--- config.mk ---
export PLATFORM = sky130hd
export DESIGN_NAME = rtc_counter
export DESIGN_NICKNAME = d
export VERILOG_FILES = /design/src/rtl/rtc_pkg.sv /design/src/rtl/rtc_src_mux.sv /design/src/rtl/rtc_down_core.sv /design/src/rtl/rtc_snapshot.sv /design/src/rtl/rtc_counter.sv
export SDC_FILE = /design/constraint.sdc
export NUM_CORES = 1
export LEC_CHECK = 0
export BUFFER_PORTS_ARGS = -buffer_cell sky130_fd_sc_hd__buf_2
export CAP_MARGIN = 30
export CELL_PAD_IN_SITES_DETAIL_PLACEMENT = 0
export CELL_PAD_IN_SITES_GLOBAL_PLACEMENT = 1
export CORE_UTILIZATION = 25
export CTS_BUF_LIST = sky130_fd_sc_hd__clkbuf_16
export DETAILED_ROUTE_END_ITERATION = 7
export PLACE_DENSITY = 0.6
export SLEW_MARGIN = 20
export SYNTH_ARGS = -nofsm -noshare
export SYNTH_HDL_FRONTEND = slang
export SYNTH_SLANG_ARGS = --single-unit
--- constraint.sdc ---
create_clock -name clk -period 2.33 [get_ports clk]
set_input_delay 0.1165 -clock clk [delete_from_list [all_inputs] [get_ports clk]]
set_output_delay 0.1165 -clock clk [all_outputs]
set_load 0.03 [all_outputs]
--- src/rtl/rtc_pkg.sv ---
package rtc_pkg;
  typedef enum logic [1:0] {
    SRC_EVENT = 2'd0,
    SRC_CYCLE = 2'd1,
    SRC_TIME  = 2'd2,
    SRC_NONE  = 2'd3
  } src_mode_t;
endpackage

--- src/rtl/rtc_src_mux.sv ---
module rtc_src_mux
  import rtc_pkg::*;
(
  input  logic [1:0] mode,
  input  logic       ev_strb,
  input  logic       cyc_strb,
  input  logic       tick,
  output logic       pulse
);
  src_mode_t m;
  assign m = src_mode_t'(mode);

  always_comb begin
    unique case (m)
      SRC_EVENT: pulse = ev_strb;
      SRC_CYCLE: pulse = cyc_strb;
      SRC_TIME:  pulse = tick;
      default:   pulse = 1'b0;
    endcase
  end
endmodule

--- src/rtl/rtc_down_core.sv ---
module rtc_down_core #(
  parameter int CW = 40
) (
  input  logic          clk,
  input  logic          rst_n,
  input  logic          restart,
  input  logic [CW-1:0] load_val,
  input  logic          step,
  output logic [CW-1:0] count,
  output logic          zero,
  output logic          zero_pulse
);
  localparam logic [CW-1:0] ONE = CW'(1);

  logic [CW-1:0] cnt_q;
  logic          armed_q;
  logic          zp_q;
  logic          at_zero;

  assign at_zero = (cnt_q == '0);

  always_ff @(posedge clk) begin
    if (!rst_n) begin
      cnt_q   <= '0;
      armed_q <= 1'b0;
      zp_q    <= 1'b0;
    end else if (restart) begin
      cnt_q   <= load_val;
      armed_q <= 1'b1;
      zp_q    <= 1'b0;
    end else begin
      zp_q <= 1'b0;
      if (step && !at_zero) begin
        cnt_q <= cnt_q - ONE;
        if (cnt_q == ONE) zp_q <= 1'b1;
      end
    end
  end

  assign count      = cnt_q;
  assign zero       = armed_q & at_zero;
  assign zero_pulse = zp_q;
endmodule

--- src/rtl/rtc_snapshot.sv ---
module rtc_snapshot #(
  parameter int CW = 40,
  parameter int WW = 16
) (
  input  logic                 clk,
  input  logic                 rst_n,
  input  logic                 capture,
  input  logic [CW-1:0]        live,
  input  logic [((((CW+WW-1)/WW) > 1) ? $clog2((CW+WW-1)/WW) : 1)-1:0] sel,
  output logic [WW-1:0]        word
);
  localparam int NW    = (CW + WW - 1) / WW;
  localparam int SELW  = (NW > 1) ? $clog2(NW) : 1;
  localparam int NSLOT = 1 << SELW;
  localparam int PADW  = NW * WW;

  logic [CW-1:0]   snap_q;
  logic [PADW-1:0] padded;
  logic [WW-1:0]   slots [NSLOT];

  always_ff @(posedge clk) begin
    if (!rst_n)       snap_q <= '0;
    else if (capture) snap_q <= live;
  end

  generate
    if (PADW > CW) begin : g_pad
      assign padded = {{(PADW-CW){1'b0}}, snap_q};
    end else begin : g_nopad
      assign padded = snap_q;
    end
    for (genvar g = 0; g < NSLOT; g++) begin : g_slot
      if (g < NW) begin : g_used
        assign slots[g] = padded[g*WW +: WW];
      end else begin : g_empty
        assign slots[g] = '0;
      end
    end
  endgenerate

  assign word = slots[sel];
endmodule

--- src/rtl/rtc_counter.sv ---
module rtc_counter #(
  parameter int CW = 40,
  parameter int WW = 16
) (
  input  logic          clk,
  input  logic          rst_n,
  input  logic [1:0]    mode,
  input  logic [CW-1:0] load_val,
  input  logic          restart,
  input  logic          enable,
  input  logic          ev_strb,
  input  logic          cyc_strb,
  input  logic          tick,
  input  logic          snap_req,
  input  logic [((((CW+WW-1)/WW) > 1) ? $clog2((CW+WW-1)/WW) : 1)-1:0] rd_sel,
  output logic          zero,
  output logic          zero_pulse,
  output logic [CW-1:0] count,
  output logic [WW-1:0] rd_word
);
  logic pulse;
  logic step;

  rtc_src_mux u_mux (
    .mode     (mode),
    .ev_strb  (ev_strb),
    .cyc_strb (cyc_strb),
    .tick     (tick),
    .pulse    (pulse)
  );

  assign step = enable & pulse;

  rtc_down_core #(.CW(CW)) u_core (
    .clk        (clk),
    .rst_n      (rst_n),
    .restart    (restart),
    .load_val   (load_val),
    .step       (step),
    .count      (count),
    .zero       (zero),
    .zero_pulse (zero_pulse)
  );

  rtc_snapshot #(.CW(CW), .WW(WW)) u_snap (
    .clk     (clk),
    .rst_n   (rst_n),
    .capture (snap_req),
    .live    (count),
    .sel     (rd_sel),
    .word    (rd_word)
  );
endmodule

Word-level counts from Yosys, hierarchy flattened:

Index checks and enable logic that the tools add are counted.

* bits in registers: 82
* bits in latches: 0
* ROM bits: 0
* memories: 0
* bits in writable memories: 0
* bits of input ports: 52

* $lt $le $gt $ge: 1
* reductions and logical operators: 6
* bitwise gates (word level): 5
* muxes and demuxes: 7
* $add $sub $neg: 1
* multipliers: 0
* div/mod/pow operators: 0
* equality and inequality tests: 3
* shift-type cells: 0

Operator list (count)
* $mux 40: 2
* $eq 40x1->1 const B: 1
* $logic_not 40->1: 1
* $sub 40x1->40 const B: 1
* $bmux 16 s2: 1
* $mux 16: 2
* $ge 3x3->1 const B: 1
* $not 2->3: 1
* $pmux 1 s3: 1
* $reduce_or 3->1: 1
* $and 1x1->1: 2
* $eq 2x1->1 const B: 1
* $eq 2x2->1 const B: 1
* $logic_not 2->1: 1
* $not 1->1: 2
* $reduce_bool 2->1: 1
* $logic_and 1x1->1: 1
* $logic_not 1->1: 1
* $mux 1: 1

Depth between registers and ports, before layout:

* depth after elaboration: 6
* gate-level depth with buffers: 9

By module:

Synthesis repeated with hierarchy kept, for this count alone.

* cell total of the unflattened synthesis: 504
* area total of the unflattened synthesis: 4520.6 um^2

By module, submodules not included
* rtc_down_core: cells an instance 333, instances 1, area an instance 2635.0 um^2, seq. area each 840.8 um^2
* rtc_snapshot: cells an instance 167, instances 1, area an instance 1856.8 um^2, seq. area each 800.8 um^2
* rtc_src_mux: cells an instance 3, instances 1, area an instance 22.5 um^2, seq. area each 0.0 um^2
* rtc_counter: cells an instance 1, instances 1, area an instance 6.3 um^2, seq. area each 0.0 um^2

Least setup slack after synthesis:

Ideal clock, no wire load.

* path type: reg2out
* from: register u_core.cnt_q[19] (netlist: u_core.count[19])
* to: output zero
* data arrival time: 2552 ps
* slack: -339 ps
* stages on the path, launching flop included: 8
* required time: 2214 ps
* path through: dfxtp_1 > buf_6 > or4_4 > or4_4 > nor3_4 > buf_6 > buf_4 > and2_1

* word-level cells in the longest chain between the ends: 2

Ends and longest elaborated chain
* start: declaration: RTL line rtc_down_core.sv:15 `logic [CW-1:0] cnt_q;`
* start signal: assignment: RTL line rtc_down_core.sv:28 `cnt_q <= load_val;`
* start signal: assignment: RTL line rtc_down_core.sv:34 `cnt_q <= cnt_q - ONE;`
* $logic_not 40->1: RTL line rtc_down_core.sv:20 `assign at_zero = (cnt_q == '0);`
* $and 1x1->1: RTL line rtc_down_core.sv:41 `assign zero = armed_q & at_zero;`
* end: declaration: RTL line rtc_counter.sv:16 `output logic zero,`

Every way passes these cells.

Final worst setup path:

* from: register u_core.cnt_q[28] (netlist: u_core.count[28])
* to: output zero

Same word-level chain as after synthesis.

==> out/metrics.csv <==
stage,metric,value,unit
worst_setup_path,path_buf_inv,3,
sta,rsz0062_at_grt,true,
die,core-area,17200,um2
detailed_routing,dr.pass1.iters,4,
sta,hold_violations,0,
detailed_routing,ant_nets,0,
status,violations,negative setup slack,
yosys,syn_nets,575,
power_and_ir_drop,p_per_area,621,nW/um2
power_and_ir_drop,swShare,0.317,
die,die_area,18200,um2
clocking,clock-sinks,82,
worst_setup_path,crit_family,simple AND/OR/NAND/NOR gates,
sta,min_period_over_period,1.10,
grt,grt_pass1_vias,4502,
status,status,"finished, violations left",
die,die_w,135,um
worst_setup_path,crit_type,register to output port,
die,rows,48,
power_and_ir_drop,power.internal,2.69,mW
worst_setup_path,slowest_delay,570,ps
sta,fmax,392,MHz
worst_setup_path,startpoint_type,register,
worst_hold_path,hold_class,primary input to register,
grt,grt_pass1_wl,26.0,mm
power_and_ir_drop,ir_drop,0.000423,V
yosys,synth_area,4410,um2
grt,grt_max_degree,62,
layout,syn_to_final_growth,43.5,%
sta,fin_crit,2550,ps
clocking,cts.clk_slew.worst_paths,70,ps
power_and_ir_drop,combPwrFrac,0.233,
worst_setup_path,end_kind,output port,
detailed_routing,drc,0,
worst_hold_path,holdPathStages,3,
layout,drive_above_1_share,0.390,
detailed_routing,routed_wl,17.3,mm
sta,report.final.slew_viol_count,0,
clocking,clkLatencyLatePin,350,ps
grt,grt.overflow.total,0,
die,die_h,135,um
yosys,avgSynthCellArea,8.48,um2
layout,antenna_cells,0,
clocking,cts_tree,built,
placed_design,place.gp.congestion,0.831,
power_and_ir_drop,power_switching,1.24,mW
sta,fin_ws,-224,ps
yosys,yosys-top-cells-area,"dfxtp_1 37%, mux2i_1 13%, nor2_1 6.0%, o21ai_0 4.7%, or4_1 3.7%",
sta,clock_skew,7.86,ps
yosys,ys.flop_type,dfxtp_1,
placed_design,portBuffers,109,
yosys,yosys_warnings,0,
worst_setup_path,path_cells,"or4_4, or4_4, buf_8, nor3_4, buf_6, and2_4, buf_6",
yosys,post-synth-top-count-cell,dfxtp_1,
worst_setup_path,path_depth,7,
die,num_io_pins,110,
sta,setup_viol,38,
layout,final_cells,925,
worst_setup_path,r2r_cells,6,
power_and_ir_drop,clkPwrFrac,0.375,
yosys,async_flop_share,0,
clocking,cts_buffers,9,
layout,fin_util,0.367,
yosys,synth_edf_count,0,
die,start_util,0.256,
power_and_ir_drop,p_leak,2.71,nW
sta,slew_headroom,0.599,
yosys,synth-seq-area-share,0.372,
layout,nets,750,
yosys,synth_cell_types,48,
grt,grtUsageTotal,0.190,
placed_design,dp_hpwl,12.6,mm
yosys,synth-seq-cells,82,
detailed_routing,num_vias,4759,
grt,antenna_found_initial,0,
worst_setup_path,crit_arrival,2440,ps
worst_setup_path,cp_max_fo,2,
placed_design,dp_cells,894,
yosys,ys_top_cells_by_count,"82 x dfxtp_1, 71 x nor2_1, 57 x mux2i_1",
clocking,h-tree-depth,3,
detailed_routing,detail_route.iter0.violations,217,
worst_setup_path,crit_required,2210,ps
yosys,yosysTopAreaCellShare,0.372,
job,cap_violations,0,
sta,worstMarginPinSlew,602,ps
clocking,cts_root_buf,clkbuf_16,
worst_setup_path,critPathSlowestCell,or4_4,
detailed_routing,via_per_inst,5.14,
power_and_ir_drop,pwr-share-seq,0.392,
yosys,postSynthCellCount,520,
yosys,yosys.area.top_type,dfxtp_1,
clocking,clockBufferDepth,2,
detailed_routing,avgRoutedWirePerCell,18.7,um
[through the flow]
step	cell area (um2)	TNS (ps)	power (mW)	hold slack (ps)	setup WS, ps
after floorplan	4460	-1030	2.07	271	-81.8
after global placement	5730	-1410	2.44	399	-78.3
after detailed placement	5730	-2140	2.45	385	-106
after CTS	6240	-6300	3.95	34.2	-281
after global routing	6330	-6300	4.10	43.8	-264
final	6330	-4430	3.93	46.3	-224
[cells in the final DEF, fill, tap and decap left out, types with 6 or more instances in the layout]
| cell type | n |
|---|---|
| nand2b_1 | 8 |
| or3_1 | 11 |
| buf_4 | 88 |
| buf_6 | 6 |
| clkbuf_16 | 9 |
| nand4_1 | 11 |
| o311a_1 | 7 |
| o31ai_1 | 12 |
| or4_1 | 18 |
| nand2_1 | 19 |
| dfxtp_2 | 11 |
| nor2_1 | 68 |
| dfxtp_1 | 66 |
| o21ai_0 | 40 |
| nor3_1 | 11 |
| a31oi_1 | 24 |
| nand3_1 | 10 |
| or4_4 | 6 |
| buf_2 | 108 |
| o31a_1 | 10 |
| nor4_1 | 13 |
| mux2i_1 | 57 |
[sequential cells by signal, indices dropped and copies added (netlist names)]
register,flops
u_core.armed_q,1
u_snap.snap_q,40
u_core.count,40
u_core.zero_pulse,1
[final cells by class]
cell class | count | area, um2
Timing Repair Buffer | 206 | 1360
Sequential cell | 82 | 1670
Inverter | 6 | 22.5
Multi-Input combinational cell | 390 | 2690
Clock buffer | 9 | 225
Tap cell | 225 | 282
Fill cell | 1797 | 10900
Clock inverter | 7 | 76.3
[per-layer routing]
| metal | GRT usage | wire, um | vias to the layer above |
|---|---|---|---|
| met5 | 0 | 0 | - |
| met4 | 0.0855 | 495 | 0 |
| met3 | 0.0394 | 931 | 25 |
| met2 | 0.288 | 7940 | 154 |
| met1 | 0.259 | 7890 | 2265 |
| li1 | - | - | 2315 |
[worst reg2reg max path: stages, from the launching register on]
cell and delay (ps):
dfxtp_2 320, or4_4 530, or4_4 570, buf_4 170, or3_2 510, nand3_1 150
a311oi_2 110
[cells by family after synthesis]
family,count (synthesis),synth area share
compound gates,117,0.180
fa+ha+maj,3,0.00851
buf+inv,49,0.0491
flops,82,0.372
mux,57,0.129
simple gates,212,0.261
[what timing repair did]
action | CTS | global route
setup endpoints to repair | 31 | 42
cloned | 2 | 1
buffers inserted | 10 | 5
resized for setup | 23 | 19
pin swaps | 18 | 11
hold endpoints to repair | 0 | 0
hold buffers | 0 | 0
[power groups by stage]
stage | registers, mW | clock network (mW) | logic (mW)
6_report | 1.54 | 1.47 | 0.915
2_1_floorplan | 1.69 | 0 | 0.380
3_5_place_dp | 1.57 | 0 | 0.879
5_1_grt | 1.55 | 1.56 | 0.990
4_1_cts | 1.54 | 1.51 | 0.900
3_3_place_gp | 1.57 | 0 | 0.873
[path summary, 6_finish.rpt]
kind | slack, ps | to | startpoint
min | 50 | u_core.count[1]$_SDFFE_PN0P_ | load_val[1]
min reg2reg | 490 | u_core.armed_q$_SDFFE_PN0P_ | u_core.armed_q$_SDFFE_PN0P_
max reg2reg | -160 | u_core.count[0]$_SDFFE_PN0P_ | u_core.count[28]$_SDFFE_PN0P_
max | -220 | zero | u_core.count[28]$_SDFFE_PN0P_
No activity file was read; power rests on OpenSTA's default activity.
